===== config.mk =====
export PLATFORM = sky130hd
export DESIGN_NAME = fo_quant_filter
export DESIGN_NICKNAME = d
export VERILOG_FILES = /design/src/rtl/fq_pkg.sv /design/src/rtl/fq_rst_sync.sv /design/src/rtl/fq_coef_mult.sv /design/src/rtl/fq_requant.sv /design/src/rtl/fo_quant_filter.sv
export SDC_FILE = /design/constraint.sdc
export NUM_CORES = 1
export LEC_CHECK = 0
export ABC_CLOCK_PERIOD_IN_PS = 800
export BUFFER_PORTS_ARGS = -buffer_cell sky130_fd_sc_hd__buf_2
export CAP_MARGIN = 20
export CELL_PAD_IN_SITES_DETAIL_PLACEMENT = 0
export CELL_PAD_IN_SITES_GLOBAL_PLACEMENT = 1
export CORE_MARGIN = 4
export CORE_UTILIZATION = 25
export DETAILED_ROUTE_END_ITERATION = 10
export PLACE_DENSITY = 0.5
export SYNTH_ARGS = -nofsm -noshare
export SYNTH_HDL_FRONTEND = slang
export SYNTH_SLANG_ARGS = --single-unit

===== constraint.sdc =====
create_clock -name clk -period 0.8 [get_ports clk]
set_input_delay 0.04 -clock clk [delete_from_list [all_inputs] [get_ports clk]]
set_output_delay 0.04 -clock clk [all_outputs]
set_load 0.01 [all_outputs]

===== src/rtl/fq_pkg.sv =====
package fq_pkg;
  // Requantization rule applied to the feedback product
  typedef enum logic {
    QM_FLOOR       = 1'b0,  // drop low bits: toward minus infinity
    QM_TOWARD_ZERO = 1'b1   // magnitude truncation
  } qmode_e;
endpackage


===== src/rtl/fq_rst_sync.sv =====
// Reset conditioner: asserts at once, releases after two clock edges.
module fq_rst_sync #(
  parameter int STAGES = 2
) (
  input  logic clk,
  input  logic rst_n,
  output logic rst_sync_n
);
  logic [STAGES-1:0] chain_q;

  always_ff @(posedge clk or negedge rst_n) begin
    if (!rst_n) chain_q <= '0;
    else        chain_q <= {chain_q[STAGES-2:0], 1'b1};
  end

  assign rst_sync_n = chain_q[STAGES-1];
endmodule


===== src/rtl/fq_coef_mult.sv =====
// Full-precision signed product of state and coefficient.
module fq_coef_mult #(
  parameter int A_W = 16,
  parameter int B_W = 16,
  localparam int P_W = A_W + B_W
) (
  input  logic signed [A_W-1:0] a_in,
  input  logic signed [B_W-1:0] b_in,
  output logic signed [P_W-1:0] p_out
);
  logic signed [P_W-1:0] a_ext;
  logic signed [P_W-1:0] b_ext;

  always_comb begin
    a_ext = P_W'(a_in);
    b_ext = P_W'(b_in);
    p_out = a_ext * b_ext;
  end
endmodule


===== src/rtl/fq_requant.sv =====
// Removes DROP_W low bits of a signed product and returns OUT_W bits.
module fq_requant
  import fq_pkg::*;
#(
  parameter int IN_W   = 32,
  parameter int DROP_W = 14,
  parameter int OUT_W  = 16
) (
  input  qmode_e                   rule,
  input  logic signed [IN_W-1:0]   prod,
  output logic signed [OUT_W-1:0]  q_out
);
  logic signed [IN_W-1:0] shifted;
  logic                   lost_bits;
  logic                   bump;

  generate
    if (DROP_W > 0) begin : g_drop
      always_comb begin
        shifted   = prod >>> DROP_W;
        lost_bits = |prod[DROP_W-1:0];
      end
    end else begin : g_pass
      always_comb begin
        shifted   = prod;
        lost_bits = 1'b0;
      end
    end
  endgenerate

  always_comb begin
    // The shift already floors; toward-zero lifts negatives that lost bits
    bump  = (rule == QM_TOWARD_ZERO) && prod[IN_W-1] && lost_bits;
    q_out = shifted[OUT_W-1:0] + {{(OUT_W-1){1'b0}}, bump};
  end
endmodule


===== src/rtl/fo_quant_filter.sv =====
module fo_quant_filter
  import fq_pkg::*;
#(
  parameter int STATE_W   = 16,
  parameter int COEF_W    = 16,
  parameter int COEF_FRAC = 14
) (
  input  logic                      clk,
  input  logic                      rst_n,
  input  logic                      smp_vld,
  input  logic signed [STATE_W-1:0] smp_in,
  input  logic signed [COEF_W-1:0]  coef,
  input  logic                      mode,
  input  logic                      seed_en,
  input  logic signed [STATE_W-1:0] seed_val,
  output logic signed [STATE_W-1:0] y_out
);
  localparam int PROD_W = STATE_W + COEF_W;

  logic                      rst_sync_n;
  logic signed [STATE_W-1:0] state_q;
  logic signed [STATE_W-1:0] state_d;
  logic                      state_en;
  logic signed [PROD_W-1:0]  prod;
  logic signed [STATE_W-1:0] fb_q;

  fq_rst_sync #(.STAGES(2)) u_rst (
    .clk        (clk),
    .rst_n      (rst_n),
    .rst_sync_n (rst_sync_n)
  );

  fq_coef_mult #(.A_W(STATE_W), .B_W(COEF_W)) u_mul (
    .a_in  (state_q),
    .b_in  (coef),
    .p_out (prod)
  );

  fq_requant #(.IN_W(PROD_W), .DROP_W(COEF_FRAC), .OUT_W(STATE_W)) u_rq (
    .rule  (qmode_e'(mode)),
    .prod  (prod),
    .q_out (fb_q)
  );

  // Next state: a seed load wins over a sample
  always_comb begin
    state_en = seed_en | smp_vld;
    state_d  = state_q;
    if (seed_en)      state_d = seed_val;
    else if (smp_vld) state_d = fb_q + smp_in;
  end

  always_ff @(posedge clk or negedge rst_sync_n) begin
    if (!rst_sync_n)   state_q <= '0;
    else if (state_en) state_q <= state_d;
  end

  assign y_out = state_q;
endmodule


==> metrics.md, run 1 <==
| Metric | Value |
|---|---|
| Failing checks | `setup timing` |
| Nets | `just under 2,000` |
| Number of global-route vias before repair | `slightly below 10,000` |
| Post-synth EDFFs | `0` |
| Cell variety after synth | `54` |
| Post-route setup TNS | `-114.58 ns` |
| 1st-iter DRT viols | `approximately 330` |
| Site Rows | `between 70 and 80` |
| Commonest register cell after synthesis | `dfrtp_1` |
| Reg2Reg Depth | `35` |
| Placed cell area | `around 14,000 um^2` |
| Worst-Skew Late Latency | `0.26 ns` |
| Final Critical Period | `8.01 ns` |
| WP data required | `roughly 0.94 ns` |
| WS Path Type | `flop to flop` |
| Max Fclk | `125 MHz` |
| Gp weighted congestion | `roughly 0.8` |
| Final Max Slew Viols | `0` |
| Drt pass-1 iters | `4` |
| Fraction of registers with async set or reset after synthesis | `1.00` |
| Cts bufs inserted | `3` |
| # IOs | `between 60 and 70` |
| H-tree levels | `1` |
| Final Hold Vio Count | `0` |
| Initial antenna violation count | `0` |
| Setup crit start kind | `flop` |
| Vias per cell | `between 4 and 5` |
| Deepest clock path buffer count | `2` |
| Syn Area/Cell | `9.04 um^2` |
| Status | `finished, violations left` |
| Share of the synthesized area in the top cell type | `0.471` |
| Sink Count | `18` |
| Final WL | `between 30 and 40 mm` |
| Post-route ant nets | `0` |
| Global route total overflow | `0` |
| #FFs+latches synth | `18` |
| Filler Cell Count | `about 4,700` |
| Largest net degree at the start of global routing | `17` |
| I/O Buffers | `around 70` |
| Mapped Area | `between 10,000 and 15,000 um^2` |
| Max Clock Skew | `approximately 0.0027 ns` |
| CP Capture Type | `flop` |
| Yosys warning total | `0` |
| Post-DP HPWL | `~30 mm` |
| Fin cells | `about 2,100` |
| Final Cycle Share | `10.0` |
| Share of cells above drive strength 1 | `0.292` |
| Max Cap Viol | `0` |
| Setup ws final | `-7.21 ns` |
| CTS tree | `yes` |
| Placed cells | `roughly 2,100` |
| Vias | `roughly 9,000` |
| Data arrival, critical path | `between 8 and 9 ns` |
| Max stage delay on crit path | `0.57 ns` |
| Syn_nets | `approximately 1,700` |
| Hold-critical path depth | `3` |
| Drt wl/cell | `around 16 um` |
| CP Max Fanout | `6` |
| Final setup vio count | `32` |
| Highest-delay cell along the critical path | `fa_2` |
| Unrepaired setup endpoints after global routing | `yes` |
| First-pass GRT wire length | `about 55 mm` |
| Most instantiated library cell after synthesis | `inv_1` |
| Die Width | `~220 um` |
| Synth area leaders | `fa_1 47%, ha_1 11%, inv_1 9.8%, and2_1 6.2%, nand2_1 5.5%` |
| Initial core utilization | `0.253` |
| Hold Path Class | `primary input to flop` |
| Total GRT Usage | `0.144` |
| Design area | `approximately 15,000 um^2` |
| DRC errors left | `0` |
| # diodes | `0` |
| Area leader, netlist | `fa_1` |
| Core Area | `44,300 um^2` |
| Die height | `~220 um` |
| Area delta synth->final | `36.4%` |
| Root buffer cell | `clkbuf_16` |
| Clock-pin slew on the worst setup and hold paths | `around 0.06 ns` |
| Post-synthesis sequential area ratio | `0.0401` |
| Die area | `approximately 48,000 um^2` |
| Syn Inst Count | `around 1,200` |
| Post-synth top cells | `294 x inv_1, 264 x fa_1, 164 x nand2_1` |
-- timing repair --
action	4_1_cts	5_1_grt
pin swaps	61	57
hold buffers	3	0
buffers inserted	41	25
gates resized for setup	122	48
gates cloned	0	0
endpoints found under the setup margin	32	32
endpoints found under the hold margin	4	0
-- cell usage in the layout (no fill, tap or decap), drive strengths merged, types with 7 or more instances in the layout --
| cell | synthesis | layout |
|---|---|---|
| buf | 2 | 338 |
| inv | 294 | 294 |
| fa | 264 | 264 |
| nand2 | 164 | 164 |
| and2 | 112 | 112 |
| ha | 96 | 96 |
| xnor2 | 34 | 34 |
| a21oi | 30 | 30 |
| nor2 | 28 | 28 |
| o21ai | 26 | 26 |
| a21o | 19 | 19 |
| dfrtp | 18 | 18 |
| mux2i | 14 | 14 |
| nor3 | 9 | 9 |
| nand3 | 9 | 9 |
| a211oi | 8 | 8 |
| nand2b | 7 | 7 |
-- state kept, by name, summed over array words and instances, names as in the netlist --
signal         flops
u_rst.chain_q      2
y_out             16
-- final cells by class --
class | instances | area (um^2) | share of cell area
Clock buffer | 4 | 88.8 | 0.00580
Multi-Input combinational cell | 892 | 9990 | 0.653
Sequential cell | 18 | 469 | 0.0306
Timing Repair Buffer | 343 | 2920 | 0.191
Tap cell | 592 | 741 | 0.0484
Inverter | 294 | 1100 | 0.0721
-- metrics by stage --
| stage | util | hold WS (ns) | worst slack (ns) |
|---|---|---|---|
| floorplan | - | -0.256 | -6.77 |
| global placement | 0.319 | -0.174 | -7.38 |
| detailed placement | 0.319 | -0.171 | -7.51 |
| CTS | 0.340 | 0.00283 | -7.31 |
| global route | 0.346 | 0.0198 | -7.48 |
| finish | 0.346 | 0.000634 | -7.21 |
-- cell families (layout without fill, tap and decap cells) --
family	count (synthesis)	in the layout	share of synthesized area
adder cells (fa/ha/maj)	360	360	0.578
AND/OR/NAND/NOR	355	355	0.155
buffers and inverters	332	641	0.111
AO/OA/AOI/OAI	121	121	0.0714
XOR/XNOR	39	39	0.0304
flip-flops	18	18	0.0401
multiplexers	16	16	0.0145
other	1	1	0.000334
-- worst max-delay path: cells and delay by family (launching register included) --
family / cells / cell delay, ns
buffers and inverters: 10 / 1.18
xor gates and xnor gates: 2 / 0.25
AOI/OAI and AO/OA: 9 / 1.25
adders and majority gates: 9 / 4.03
and+or+nand+nor: 5 / 0.62
DFF: 1 / 0.55
-- worst paths after layout --
kind                                        from               end  slack (ns)
worst min register to register  u_rst.chain_q[1]          y_out[3]        0.20
max in group asynchronous       u_rst.chain_q[1]         y_out[10]        0.46
worst max register to register         y_out[10]         y_out[10]       -7.21
worst min-delay path                 seed_val[4]          y_out[4]      0.0006
min in group asynchronous                  rst_n  u_rst.chain_q[0]        0.09
worst max-delay path                   y_out[10]         y_out[10]       -7.21
-- routing by layer --
metal	part of all wire	up-vias	global-route usage
li1	-	4363	-
met3	0.018	22	0.00786
met1	0.43	4686	0.190
met5	0	-	0
met2	0.54	98	0.267
met4	0.0087	0	0.0165
Power of run 1 is not shown: default switching activity piles up to over one toggle a cycle in this logic, so the estimate is an artifact.
==> run 2: changes to the inputs <==
--- a/config.mk
+++ b/config.mk
@@ -5,7 +5,7 @@
 export SDC_FILE = /design/constraint.sdc
 export NUM_CORES = 1
 export LEC_CHECK = 0
-export ABC_CLOCK_PERIOD_IN_PS = 800
+export ABC_CLOCK_PERIOD_IN_PS = 9600
 export BUFFER_PORTS_ARGS = -buffer_cell sky130_fd_sc_hd__buf_2
 export CAP_MARGIN = 20
 export CELL_PAD_IN_SITES_DETAIL_PLACEMENT = 0
==> constraint.sdc (replaced) <==
create_clock -name clk -period 9.6 [get_ports clk]
set_input_delay 0.48 -clock clk [delete_from_list [all_inputs] [get_ports clk]]
set_output_delay 0.48 -clock clk [all_outputs]
set_load 0.01 [all_outputs]
==> run 2 against run 1 <==
The flow now finishes without violations. Non-clock buffer count decreased by 254. Global-route usage shrank 1.3 points. Clock-buffer cell count down 1. Worst setup slack better by 7.7 ns. Clock skew is essentially flat. Flip-flop and latch count unchanged. Die area did not move. Via count down 11%. Register-to-register slack gained 7.7 ns. Sequential share of layout area rose by 0.60 points. Wire length fell by 10%. Final area shrank 19%. Critical endpoint is now y_out[8]. Largest cell class unchanged. Highest routed layer unchanged.
==> metrics.md, run 2 (same netlist as run 1, synthesis figures left out) <==
| Metric | Value |
|---|---|
| Status | `finished, final reports clean (was finished, violations left)` |
| Worst-margin pin slew | `between 0.7 and 0.8 ns` |
| DRC errors left | `0 (unchanged)` |
| Largest net degree at the start of global routing | `36 (was 17)` |
| Number of global-route vias before repair | `9,117 (was 9,907)` |
| Share of cells above drive strength 1 | `0.0818 (was 0.292)` |
| Total GRT Usage | `0.131 (was 0.144)` |
| WP data required | `9.74 ns (was 0.94 ns)` |
| Max Fclk | `110 MHz (was 125 MHz)` |
| Final Hold Vio Count | `0 (unchanged)` |
| Hold Path Class | `flop to async pin (was primary input to flop)` |
| Sink Count | `18 (unchanged)` |
| Final Critical Period | `9.12 ns (was 8.01 ns)` |
| Setup crit start kind | `flop (unchanged)` |
| Gp weighted congestion | `0.768 (was 0.785)` |
| Die area | `48,400 um^2 (unchanged)` |
| Worst-Skew Late Latency | `0.25 ns (was 0.26 ns)` |
| # IOs | `69 (unchanged)` |
| First-pass GRT wire length | `49.8 mm (was 54.5 mm)` |
| Clock-pin slew on the worst setup and hold paths | `0.05 ns (was 0.06 ns)` |
| Site Rows | `77 (unchanged)` |
| Nets | `1,711 (was 1,965)` |
| Drt wl/cell | `16.2 um (was 15.9 um)` |
| H-tree levels | `1 (unchanged)` |
| 1st-iter DRT viols | `251 (was 328)` |
| Final Max Slew Viols | `0 (unchanged)` |
| Filler Cell Count | `4,841 (was 4,705)` |
| Final Cycle Share | `0.950 (was 10.0)` |
| # diodes | `0 (unchanged)` |
| Core Area | `44,300 um^2 (unchanged)` |
| GRT busiest layer | `met2 (unchanged)` |
| Cell mode on critical path | `fa_1` |
| Cts bufs inserted | `3 (unchanged)` |
| Deepest clock path buffer count | `2 (unchanged)` |
| Unrepaired setup endpoints after global routing | `no (was yes)` |
| Final WL | `30.5 mm (was 34.0 mm)` |
| WS Path Type | `flop to flop (unchanged)` |
| Die height | `220 um (unchanged)` |
| Post-DP HPWL | `26.6 mm (was 29.6 mm)` |
| Max Cap Viol | `0 (unchanged)` |
| Final setup vio count | `0 (was 32)` |
| Post-route ant nets | `0 (unchanged)` |
| CP Capture Type | `flop (unchanged)` |
| Most common cell after layout, fill and taps aside | `inv_1 (unchanged)` |
| Post-route setup TNS | `0 ns (was -114.58 ns)` |
| Initial antenna violation count | `0 (unchanged)` |
| GR Layer Usage met1 | `0.170 (was 0.190)` |
| Root buffer cell | `clkbuf_16 (unchanged)` |
| Die Width | `220 um (unchanged)` |
| Vias | `8,178 (was 9,169)` |
| CP Max Fanout | `12 (was 6)` |
| Data arrival, critical path | `9.26 ns (was 8.15 ns)` |
| I/O Buffers | `68 (unchanged)` |
| Max Clock Skew | `0.00239 ns (was 0.00272 ns)` |
| Area delta synth->final | `10.6% (was 36.4%)` |
| Vias per cell | `4.33 (was 4.28)` |
| Highest-delay cell along the critical path | `dfrtp_1 (was fa_2)` |
| R2R Setup Slk | `0.48 ns (was -7.21 ns)` |
| CTS tree | `yes (unchanged)` |
| Most frequent cells in the layout | `294 x inv_1, 264 x fa_1, 164 x nand2_1, 111 x and2_1, 96 x ha_1 (was 281 x inv_1, 252 x fa_1, 208 x buf_4, 157 x nand2_1, 99 x and2_1)` |
| Max stage delay on crit path | `0.63 ns (was 0.57 ns)` |
| Met3 global-route usage | `0.00552 (was 0.00786)` |
| Global-route met2 utilization | `0.248 (was 0.267)` |
| Rel. slew slack | `0.506` |
| Max reg flops | `16 (unchanged)` |
| Drt pass-1 iters | `5 (was 4)` |
| Global route total overflow | `0 (unchanged)` |
| Initial core utilization | `0.253 (unchanged)` |
## run 2: cell types whose count changed in the layout (fill, tap and decap cells not counted), moves of 13 or more
cell,before,now
buf_4,208,20
buf_6,52,0
buf_12,19,0
o21ai_0,10,26
buf_2,54,68
inv_1,281,294
inv_2,13,0
o21ai_1,13,0
## run 2: worst paths after layout
kind / endpoint / depth (start not counted) / startpoint
worst max-delay path: y_out[8] / 31 / y_out[5]
worst min-delay path: y_out[4] / 0 / u_rst.chain_q[1]
worst max register to register: y_out[8] / 31 / y_out[5]
worst min register to register: y_out[4] / 0 / u_rst.chain_q[1]
max in group asynchronous: y_out[10] / 0 / u_rst.chain_q[1]
min in group clk: u_rst.chain_q[1] / 0 / u_rst.chain_q[0]
## run 2: critical path, delay by kind of cell (launching register included)
kind	cells	cell delay, ns
AOI/OAI and AO/OA	9	2.22
xor gates and xnor gates	2	0.24
adders and majority gates	9	4.16
buffers and inverters	5	0.54
DFF	1	0.63
muxes	2	0.50
and+or+nand+nor	4	0.72
## run 2: repair_timing
action,4_1_cts,5_1_grt
setup buffers,0,0
hold buffers,0,1
gates resized for setup,0,6
hold endpoints to repair,0,2
endpoints found under the setup margin,0,6
## run 2: metal layers
metal / wire length, um / share of wire / vias up
li1: - / - / 3837
met1: 13300 / 0.44 / 4245
met2: 16300 / 0.53 / 82
met3: 534 / 0.017 / 14
met4: 372 / 0.012 / 0
met5: 0 / 0 / -
## run 2: final cells by class
cell class              count  area, um^2  share of cell area
repair buffers             89         500              0.0403
flip-flops and latches     18         455              0.0367
inverters                 294        1100              0.0889
clock buffers               3        75.1             0.00604
multi-input cells         892        9540               0.768
well taps                 592         741              0.0596
## run 2: stage by stage
step                      area, um^2   util  hold slack, ns  setup WS, ns  instances
final                          12400  0.280           0.310         0.478       1888
after global routing           12400  0.280           0.366       0.00294       1888
after CTS                      12400  0.280        0.000685         0.167       1887
after detailed placement       12300  0.278           0.269         0.166       1884
after global placement         12300  0.278           0.266         0.349       1884
after floorplan                11200      -           0.184          1.38       1242
Power of run 2 is left out for the same reason.
==> run 3: changes to the inputs <==
--- a/config.mk
+++ b/config.mk
@@ -10,6 +10,7 @@
 export CAP_MARGIN = 20
 export CELL_PAD_IN_SITES_DETAIL_PLACEMENT = 0
 export CELL_PAD_IN_SITES_GLOBAL_PLACEMENT = 1
+export CORE_ASPECT_RATIO = 1.1
 export CORE_MARGIN = 4
 export CORE_UTILIZATION = 25
 export DETAILED_ROUTE_END_ITERATION = 10
==> run 3 against run 2 <==
Clock skew increased by 0.0083 ns. Highest routed layer unchanged. Non-clock buffer count increased by 1. Critical path type unchanged. Clock-buffer cell count unchanged.
==> metrics.md, run 3 (same netlist as run 1, synthesis figures left out) <==
| Metric | Value |
|---|---|
| Status | `finished, final reports clean (unchanged)` |
| Crit path from | `y_out[8] (was y_out[5])` |
| CTS tree | `yes (unchanged)` |
| Max stage delay on crit path | `0.82 ns (was 0.63 ns)` |
| Largest net degree at the start of global routing | `36 (unchanged)` |
| R2R Setup Slk | `0.53 ns (was 0.48 ns)` |
| Initial core utilization | `0.252 (was 0.253)` |
| Worst-Skew Late Latency | `0.26 ns (was 0.25 ns)` |
| CP Capture Type | `flop (unchanged)` |
| Total GRT Usage | `0.133 (was 0.131)` |
| Data arrival, critical path | `9.21 ns (was 9.26 ns)` |
| Drt pass-1 iters | `4 (was 5)` |
| Vias | `8,155 (was 8,178)` |
| Rel. slew slack | `0.416 (was 0.506)` |
| Wire length on met2 | `17.5 mm (was 16.3 mm)` |
| Max Clock Skew | `0.0107 ns (was 0.00239 ns)` |
| Vias per cell | `4.34 (was 4.33)` |
| Unrepaired setup endpoints after global routing | `no (unchanged)` |
| Root buffer cell | `clkbuf_16 (unchanged)` |
| Final WL | `31.8 mm (was 30.5 mm)` |
| Placed cell area | `12,300 um^2 (about the same)` |
| Initial antenna violation count | `0 (unchanged)` |
| Die Width | `210 um (was 220 um)` |
| Cell mode on critical path | `fa_1 (unchanged)` |
| Reg2Reg Depth | `31 (unchanged)` |
| Drt wl/cell | `16.9 um (was 16.2 um)` |
| Post-DP HPWL | `27.3 mm (was 26.6 mm)` |
| Global route total overflow | `0 (unchanged)` |
| Wire length on met1 | `13.1 mm (was 13.3 mm)` |
| Post-route setup TNS | `0 ns (unchanged)` |
| Number of global-route vias before repair | `9,139 (was 9,117)` |
| Max Cap Viol | `0 (unchanged)` |
| Post-CTS Setup Bufs | `0 (unchanged)` |
| Share of cells above drive strength 1 | `0.0794 (was 0.0818)` |
| First-pass GRT wire length | `50.7 mm (was 49.8 mm)` |
| Sink Count | `18 (unchanged)` |
| DR WL met3 | `663 um (was 534 um)` |
| Site Rows | `81 (was 77)` |
| Final Max Slew Viols | `0 (unchanged)` |
| 1st-iter DRT viols | `251 (unchanged)` |
| Hold Path Class | `primary input to async pin (was flop to async pin)` |
| Worst-margin pin slew | `0.875 ns (was 0.741 ns)` |
| Max Fclk | `110 MHz (about the same)` |
| Reg-to-Reg Start | `y_out[8] (was y_out[5])` |
| Highest-delay cell along the critical path | `dfrtp_1 (unchanged)` |
| Final Critical Period | `9.07 ns (was 9.12 ns)` |
| Max reg flops | `16 (unchanged)` |
| # diodes | `0 (unchanged)` |
| Final Cycle Share | `0.945 (was 0.950)` |
| Crit path to | `y_out[8] (unchanged)` |
| DRC errors left | `0 (unchanged)` |
| Final setup vio count | `0 (unchanged)` |
| R2R Path End | `y_out[8] (unchanged)` |
| Most common cell after layout, fill and taps aside | `inv_1 (unchanged)` |
| Die height | `230 um (was 220 um)` |
| CP Max Fanout | `11 (was 12)` |
| WP data required | `9.74 ns (about the same)` |
| Design area | `12,400 um^2 (about the same)` |
| Cts bufs inserted | `3 (unchanged)` |
| Most frequent cells in the layout | `294 x inv_1, 264 x fa_1, 164 x nand2_1, 111 x and2_1, 96 x ha_1 (unchanged)` |
| # IOs | `69 (unchanged)` |
| Area delta synth->final | `10.4% (was 10.6%)` |
| H-tree levels | `1 (unchanged)` |
| Core Area | `44,500 um^2 (was 44,300 um^2)` |
| Gp weighted congestion | `0.795 (was 0.768)` |
| I/O Buffers | `68 (unchanged)` |
| Clock-pin slew on the worst setup and hold paths | `0.06 ns (was 0.05 ns)` |
| Setup crit start kind | `flop (unchanged)` |
| Placed cells | `1,875 (was 1,884)` |
| # hold bufs at CTS | `0 (unchanged)` |
| Max Used Layer | `met4 (unchanged)` |
| Die area | `48,400 um^2 (about the same)` |
| Deepest clock path buffer count | `2 (unchanged)` |
| Fin cells | `1,878 (was 1,888)` |
| Final Hold Vio Count | `0 (unchanged)` |
| Nets | `1,712 (was 1,711)` |
| Post-route ant nets | `0 (unchanged)` |
| WS Path Type | `flop to flop (unchanged)` |
-- run 3: cell types whose count changed in the layout (fill, tap and decap cells not counted), sizes merged --
cell / before / now
buf: 88 / 90
dlygate4sd3: 1 / 0
-- run 3: area by class of cell --
cell class / instances / area (um^2)
clock buffer: 3 / 75.1
fill: 4823 / 32100
inverter: 294 / 1100
multi-input combinational: 892 / 9530
sequential: 18 / 452
tap: 581 / 727
timing repair buffer: 90 / 505
-- run 3: how the worst min path moves through the flow --
stage,endpoint,slack [ns],cells after the start
2_1_floorplan,u_rst.chain_q[0],0.18,0
3_3_place_gp,u_rst.chain_q[0],0.27,1
3_5_place_dp,u_rst.chain_q[0],0.27,1
4_1_cts,u_rst.chain_q[0],0.004,1
5_1_grt,u_rst.chain_q[1],0.006,1
6_report,u_rst.chain_q[0],0.007,1
-- run 3: worst max-delay path: cells and delay by family, from the launching register on --
family          cells  cell delay (ns)
fa+ha+maj           9             4.19
simple gates        5             1.12
compound gates      8             1.51
mux                 2             0.51
buf+inv             5             0.53
xor+xnor            2             0.25
flops               1             0.82
-- run 3: what timing repair did --
item | 4_1_cts | 5_1_grt
hold endpoints to repair | 0 | 0
endpoints found under the setup margin | 0 | 1
gates resized for setup | 0 | 1
-- run 3: stage by stage --
| step | setup WS [ns] | hold WS, ns | utilization |
|---|---|---|---|
| 2_1_floorplan | 1.38 | 0.184 | - |
| 3_3_place_gp | 0.620 | 0.266 | 0.277 |
| 3_5_place_dp | 0.484 | 0.266 | 0.277 |
| 4_1_cts | 0.488 | 0.00363 | 0.279 |
| 5_1_grt | 0.0483 | 0.00616 | 0.279 |
| 6_report | 0.529 | 0.00729 | 0.279 |
-- run 3: routing by layer --
metal	vias up	GRT usage
met4	0	0.0194
met3	19	0.00546
met5	-	0
met2	102	0.256
li1	3835	-
met1	4199	0.168
Power of run 3 is left out for the same reason.
